$ cat src/rtl/srcgate_pkg.sv
package srcgate_pkg;

  localparam int BYTE_W = 8;

  // Classification of the transfer currently on the bus
  typedef struct packed {
    logic err;      // transfer is refused with an error response
    logic hide_rd;  // read data must be masked to zero
  } access_cls_t;

endpackage

$ cat src/rtl/srcgate_rst_sync.sv
module srcgate_rst_sync (
  input  logic clk,
  input  logic arst_n,
  output logic rst_n
);

  logic [1:0] sync_q;

  always_ff @(posedge clk or negedge arst_n) begin
    if (!arst_n) sync_q <= 2'b00;
    else         sync_q <= {sync_q[0], 1'b1};
  end

  assign rst_n = sync_q[1];

endmodule

$ cat src/rtl/srcgate_decode.sv
module srcgate_decode
  import srcgate_pkg::*;
#(
  parameter int ADDR_W     = 12,
  parameter int NUM_REGS   = 8,
  parameter int NUM_SHARED = 4,
  localparam int IDX_W     = $clog2(NUM_REGS),
  localparam int WORD_W    = ADDR_W - 2
) (
  input  logic [ADDR_W-1:0] paddr,
  input  logic              pwrite,
  input  logic              psrc,
  output logic [IDX_W-1:0]  idx,
  output access_cls_t       cls
);

  logic [WORD_W-1:0] word;
  logic              aligned;
  logic              in_range;
  logic              dbg_only;

  always_comb begin
    word     = paddr[ADDR_W-1:2];
    idx      = word[IDX_W-1:0];
    aligned  = (paddr[1:0] == 2'b00);
    in_range = (word < WORD_W'(NUM_REGS));
    dbg_only = ({1'b0, idx} >= (IDX_W+1)'(NUM_SHARED));
    cls.err     = !aligned || !in_range || (pwrite && !psrc && dbg_only);
    cls.hide_rd = !psrc && dbg_only;
  end

endmodule

$ cat src/rtl/srcgate_regbank.sv
module srcgate_regbank
  import srcgate_pkg::*;
#(
  parameter int NUM_REGS = 8,
  parameter int DATA_W   = 32,
  localparam int IDX_W   = $clog2(NUM_REGS),
  localparam int STRB_W  = DATA_W / BYTE_W
) (
  input  logic                             clk,
  input  logic                             rst_n,
  input  logic                             wr_en,
  input  logic [IDX_W-1:0]                 wr_idx,
  input  logic [DATA_W-1:0]                wr_data,
  input  logic [STRB_W-1:0]                wr_strb,
  output logic [NUM_REGS-1:0][DATA_W-1:0]  regs_q
);

  for (genvar r = 0; r < NUM_REGS; r++) begin : g_reg
    logic              sel;
    logic [DATA_W-1:0] d_next;

    assign sel = wr_en && (wr_idx == IDX_W'(r));

    for (genvar b = 0; b < STRB_W; b++) begin : g_lane
      always_comb begin
        if (sel && wr_strb[b]) d_next[b*BYTE_W +: BYTE_W] = wr_data[b*BYTE_W +: BYTE_W];
        else                   d_next[b*BYTE_W +: BYTE_W] = regs_q[r][b*BYTE_W +: BYTE_W];
      end
    end

    always_ff @(posedge clk or negedge rst_n) begin
      if (!rst_n)   regs_q[r] <= '0;
      else if (sel) regs_q[r] <= d_next;
    end
  end

  AST_NO_WRITE_WITHOUT_EN: assert property (@(posedge clk) disable iff (!rst_n)
    !wr_en |=> $stable(regs_q));

endmodule

$ cat src/rtl/srcgate_apb_slave.sv
module srcgate_apb_slave
  import srcgate_pkg::*;
#(
  parameter int ADDR_W     = 12,
  parameter int DATA_W     = 32,
  parameter int NUM_REGS   = 8,
  parameter int NUM_SHARED = 4,
  localparam int IDX_W     = $clog2(NUM_REGS),
  localparam int STRB_W    = DATA_W / BYTE_W,
  localparam int WORD_W    = ADDR_W - 2
) (
  input  logic              pclk,
  input  logic              presetn,
  input  logic              psel,
  input  logic              penable,
  input  logic              pwrite,
  input  logic              psrc,
  input  logic [ADDR_W-1:0] paddr,
  input  logic [DATA_W-1:0] pwdata,
  input  logic [STRB_W-1:0] pstrb,
  output logic [DATA_W-1:0] prdata,
  output logic              pready,
  output logic              pslverr
);

  logic                            rst_n;
  logic [IDX_W-1:0]                idx;
  access_cls_t                     cls;
  logic                            acc;
  logic                            wr_en;
  logic [NUM_REGS-1:0][DATA_W-1:0] regs_q;

  srcgate_rst_sync u_rst (
    .clk    (pclk),
    .arst_n (presetn),
    .rst_n  (rst_n)
  );

  srcgate_decode #(
    .ADDR_W     (ADDR_W),
    .NUM_REGS   (NUM_REGS),
    .NUM_SHARED (NUM_SHARED)
  ) u_dec (
    .paddr  (paddr),
    .pwrite (pwrite),
    .psrc   (psrc),
    .idx    (idx),
    .cls    (cls)
  );

  srcgate_regbank #(
    .NUM_REGS (NUM_REGS),
    .DATA_W   (DATA_W)
  ) u_bank (
    .clk     (pclk),
    .rst_n   (rst_n),
    .wr_en   (wr_en),
    .wr_idx  (idx),
    .wr_data (pwdata),
    .wr_strb (pstrb),
    .regs_q  (regs_q)
  );

  always_comb begin
    acc     = psel && penable;
    wr_en   = acc && pwrite && !cls.err;
    pslverr = acc && cls.err;
    pready  = 1'b1;
    if (acc && !pwrite && !cls.err && !cls.hide_rd) prdata = regs_q[idx];
    else                                            prdata = '0;
  end

  // Independent view of the address used only by the checks below
  logic [WORD_W-1:0] chk_word;
  logic              chk_dbg_region;
  assign chk_word       = paddr[ADDR_W-1:2];
  assign chk_dbg_region = (paddr[1:0] == 2'b00) &&
                          (chk_word >= WORD_W'(NUM_SHARED)) &&
                          (chk_word <  WORD_W'(NUM_REGS));

  AST_SW_DBG_WR_IGNORED: assert property (@(posedge pclk) disable iff (!rst_n)
    (psel && penable && pwrite && !psrc && chk_dbg_region) |=> $stable(regs_q));
  AST_SW_DBG_WR_ERR: assert property (@(posedge pclk) disable iff (!rst_n)
    (psel && penable && pwrite && !psrc && chk_dbg_region) |-> pslverr);
  AST_SW_DBG_RD_ZERO: assert property (@(posedge pclk) disable iff (!rst_n)
    (psel && penable && !pwrite && !psrc && chk_dbg_region) |-> (prdata == '0 && !pslverr));
  AST_MISALIGN_NO_WRITE: assert property (@(posedge pclk) disable iff (!rst_n)
    (psel && penable && paddr[1:0] != 2'b00) |=> $stable(regs_q));
  AST_MISALIGN_ERR: assert property (@(posedge pclk) disable iff (!rst_n)
    (psel && penable && paddr[1:0] != 2'b00) |-> pslverr);
  AST_ERR_ONLY_IN_ACCESS: assert property (@(posedge pclk) disable iff (!rst_n)
    !(psel && penable) |-> !pslverr);

endmodule

$ cat config.mk
export PLATFORM = sky130hd
export DESIGN_NAME = srcgate_apb_slave
export DESIGN_NICKNAME = d
export VERILOG_FILES = /design/src/rtl/srcgate_pkg.sv /design/src/rtl/srcgate_rst_sync.sv /design/src/rtl/srcgate_decode.sv /design/src/rtl/srcgate_regbank.sv /design/src/rtl/srcgate_apb_slave.sv
export SDC_FILE = /design/constraint.sdc
export NUM_CORES = 1
export LEC_CHECK = 0
export BUFFER_PORTS_ARGS = -buffer_cell sky130_fd_sc_hd__buf_2
export CORE_MARGIN = 2
export CORE_UTILIZATION = 40
export DETAILED_ROUTE_END_ITERATION = 8
export HOLD_SLACK_MARGIN = 0.15
export PLACE_DENSITY = 0.6
export REMOVE_ABC_BUFFERS = 1
export SETUP_SLACK_MARGIN = 0.05
export SLEW_MARGIN = 20
export SYNTH_ARGS = -nofsm -noshare
export SYNTH_HDL_FRONTEND = slang
export SYNTH_SLANG_ARGS = --single-unit
$ cat constraint.sdc
create_clock -name pclk -period 14.69 [get_ports pclk]
set_input_delay 0.7345 -clock pclk [delete_from_list [all_inputs] [get_ports pclk]]
set_output_delay 0.7345 -clock pclk [all_outputs]
set_load 0.05 [all_outputs]
==> reports/results.tsv <==
stage	metric	value	unit
run_status	outcome	finished clean	
synthesis	netlist_area	12240	um2
synthesis	synthCells	732	
cells_and_area	fin_area	14060	um2
power_and_ir_drop	ir_drop	0.08452	mV
clock_tree	clock_latency	0.53	ns
global_routing	grt_pass1_wl	41.95	mm
cells_and_area	syn_to_final_growth	14.89	%
worst_setup_path	cpMaxStageDelayCell	or4_2	
detailed_routing	drc_errors	0	
global_routing	grt_overflow	0	
clock_tree	clock-sinks	258	
sta	layout_min_cycle_time	4.500	ns
synthesis	yosys_warnings	0	
power_and_ir_drop	leakagePower	6.933	nW
global_routing	grt_max_degree	144	
worst_setup_path	cp-start-kind	input pin	
sta	skew	0.006526	ns
detailed_routing	vias	6693	
placement	gp_congestion	0.7060	
worst_setup_path	required	13.96	ns
sta	rsz0062_at_grt	no	
power_and_ir_drop	clkPwrFrac	0.484	
clock_tree	cts_tree	yes	
global_routing	track_usage	0.1723	
synthesis	synth_edf_count	0	
sta	hold_viol_final	0	
power_and_ir_drop	p_seq_frac	0.473	
placement	dpl_cell_area	13090	um2
detailed_routing	via_per_inst	5.385	
floorplanning	die_h	178.9	um
worst_setup_path	path_class	in2out	
sta	fmax	222.2	MHz
floorplanning	start_util	0.4034	
sta	relSlewSlack	0.3818	
global_routing	antenna_found_initial	1	
floorplanning	die_area	32020	um2
synthesis	synth-async-reset-ratio	1.000	
synthesis	synth_seq_cells	258	
floorplanning	rows	64	
run	drv_cap	0	
clock_tree	cts_resized	0	
synthesis	synth.distinct_cells	25	
sta	finalSetupViolations	0	
clock_tree	holdBufCountCts	1	
cells_and_area	drive_gt1_frac	0.5910	
power_and_ir_drop	power_density	107.3	nW/um2
min_path	hold_class	reg2reg	
cells_and_area	most-common-layout-cells	dfrtp_1 (257), mux2_2 (256), buf_2 (84)	
clock_tree	postCtsSetupBuffers	0	
power_and_ir_drop	intPower	1.176	mW
sta	final_max_slew_viol_count	0	
cells_and_area	nets	879	
detailed_routing	wl_per_cell	21.29	um
floorplanning	fp.coreArea	30350	um2
placement	port_buffers	86	
cells_and_area	final_common_cell	dfrtp_1	
worst_setup_path	crit_path_max_incr_delay	0.86	ns
clock_tree	root_buffer	clkbuf_16	
worst_setup_path	path_cells	buf_2, buf_4, nand2_1, o21ai_4, buf_4, or4_2, nor2_1, buf_2	
synthesis	syn_area_per_cell	16.72	um2
worst_setup_path	path_max_fanout	39	
clock_tree	clkTransAtPathRegs	0.06	ns
sta	worst_pin_slew	0.9274	ns
global_routing	grt_pass1_vias	7104	
detailed_routing	drtIter0Drc	357	
worst_setup_path	crit_arrival	3.77	ns
placement	place_hpwl	15.63	mm
floorplanning	die_x	178.9	um
power_and_ir_drop	power_frac_comb	0.043	
clock_tree	cts.path.max_buffers	3	
synthesis	synth_ff_type	dfrtp_1	
sta	fin_crit_sh	0.3064	
floorplanning	io_pins	88	
sta	fin_tns_setup	0	ns
clock_tree	cts_made_buffers	28	
clock_tree	h-tree-depth	1	
worst_setup_path	end_kind	output pin	
detailed_routing	drt-total-wl	26.47	mm
detailed_routing	ant_nets	0	
detailed_routing	dr.pass1.iters	4	
power_and_ir_drop	switchingPower	333.6	uW
synthesis	ys_seq_area_frac	0.5274	
power_and_ir_drop	p_sw_frac	0.2210	
## worst paths after layout
check	cells past startpoint	slack, ns	from	endpoint
min	0	0.35	u_rst.sync_q[0]	u_rst.sync_q[1]
min in group asynchronous	0	0.38	u_rst.sync_q[1]	u_bank.regs_q[112]
max reg2reg	1	13.01	u_rst.sync_q[1]	u_bank.regs_q[163]
max in group asynchronous	1	13.01	u_rst.sync_q[1]	u_bank.regs_q[163]
max	8	10.19	paddr[4]	prdata[21]
min reg2reg	0	0.35	u_rst.sync_q[0]	u_rst.sync_q[1]
## per-stage QoR
step,utilization,setup slack (ns),instances,hold slack (ns),power (mW)
2_1_floorplan,-,6.968,702,0.3312,0.7548
3_3_place_gp,0.4312,10.14,1190,0.3401,0.7940
3_5_place_dp,0.4312,10.05,1190,0.3434,0.7939
4_1_cts,0.4633,10.05,1242,0.3568,1.528
5_1_grt,0.4633,9.913,1242,0.3687,1.561
6_report,0.4634,10.19,1243,0.3543,1.509
## final cells by class
cell class	instances	area, um2
Antenna cell	1	2.502
Clock buffer	40	837.1
Clock inverter	11	130.1
Fill cell	2669	16280
Multi-Input combinational cell	444	5637
Sequential cell	258	6460
Tap cell	396	495.5
Timing Repair Buffer	93	503.0
## power groups by stage
stage                     Combinational, mW  Sequential (mW)  Clock (mW)
final                                0.0647            0.714       0.730
after global routing                 0.0718            0.715       0.775
after CTS                            0.0666            0.715       0.747
after detailed placement             0.0663            0.728           0
after global placement               0.0664            0.728           0
after floorplan                      0.0200            0.735           0
## cells in the mapped netlist (all sizes together), types with 2 or more instances
cell,n,share of area
dfrtp,258,0.53
buf,18,0.0096
nor2b,2,0.0010
nor4,33,0.057
nand2,5,0.0017
mux2,256,0.24
clkbuf,13,0.0040
mux2i,32,0.026
nand3,9,0.0053
nor2,34,0.010
mux4,64,0.12
## state kept, by name, summed over array words and instances (netlist names)
register / flops
u_bank.regs_q: 256
u_rst.sync_q: 2
## cells by family (layout without fill, tap and decap cells)
| group | Yosys count | count (layout) | synth area share |
|---|---|---|---|
| simple gates | 88 | 88 | 0.07778 |
| flops | 258 | 258 | 0.5274 |
| compound gates | 2 | 2 | 0.001533 |
| buf+inv | 31 | 144 | 0.01359 |
| other cells | 1 | 3 | 0.0003063 |
| mux | 352 | 352 | 0.3794 |
## critical path: cells and delay by family
| family | cells | cell delay (ns) |
|---|---|---|
| simple gates | 3 | 1.18 |
| buf+inv | 4 | 1.65 |
| compound gates | 1 | 0.16 |
## per-layer routing
metal  GRT usage  part of all wire
met5           0           0.00049
met4     0.04370             0.021
met3     0.02523             0.035
met2      0.2747              0.47
met1      0.2486              0.47
(Power assumes the default switching activity.)
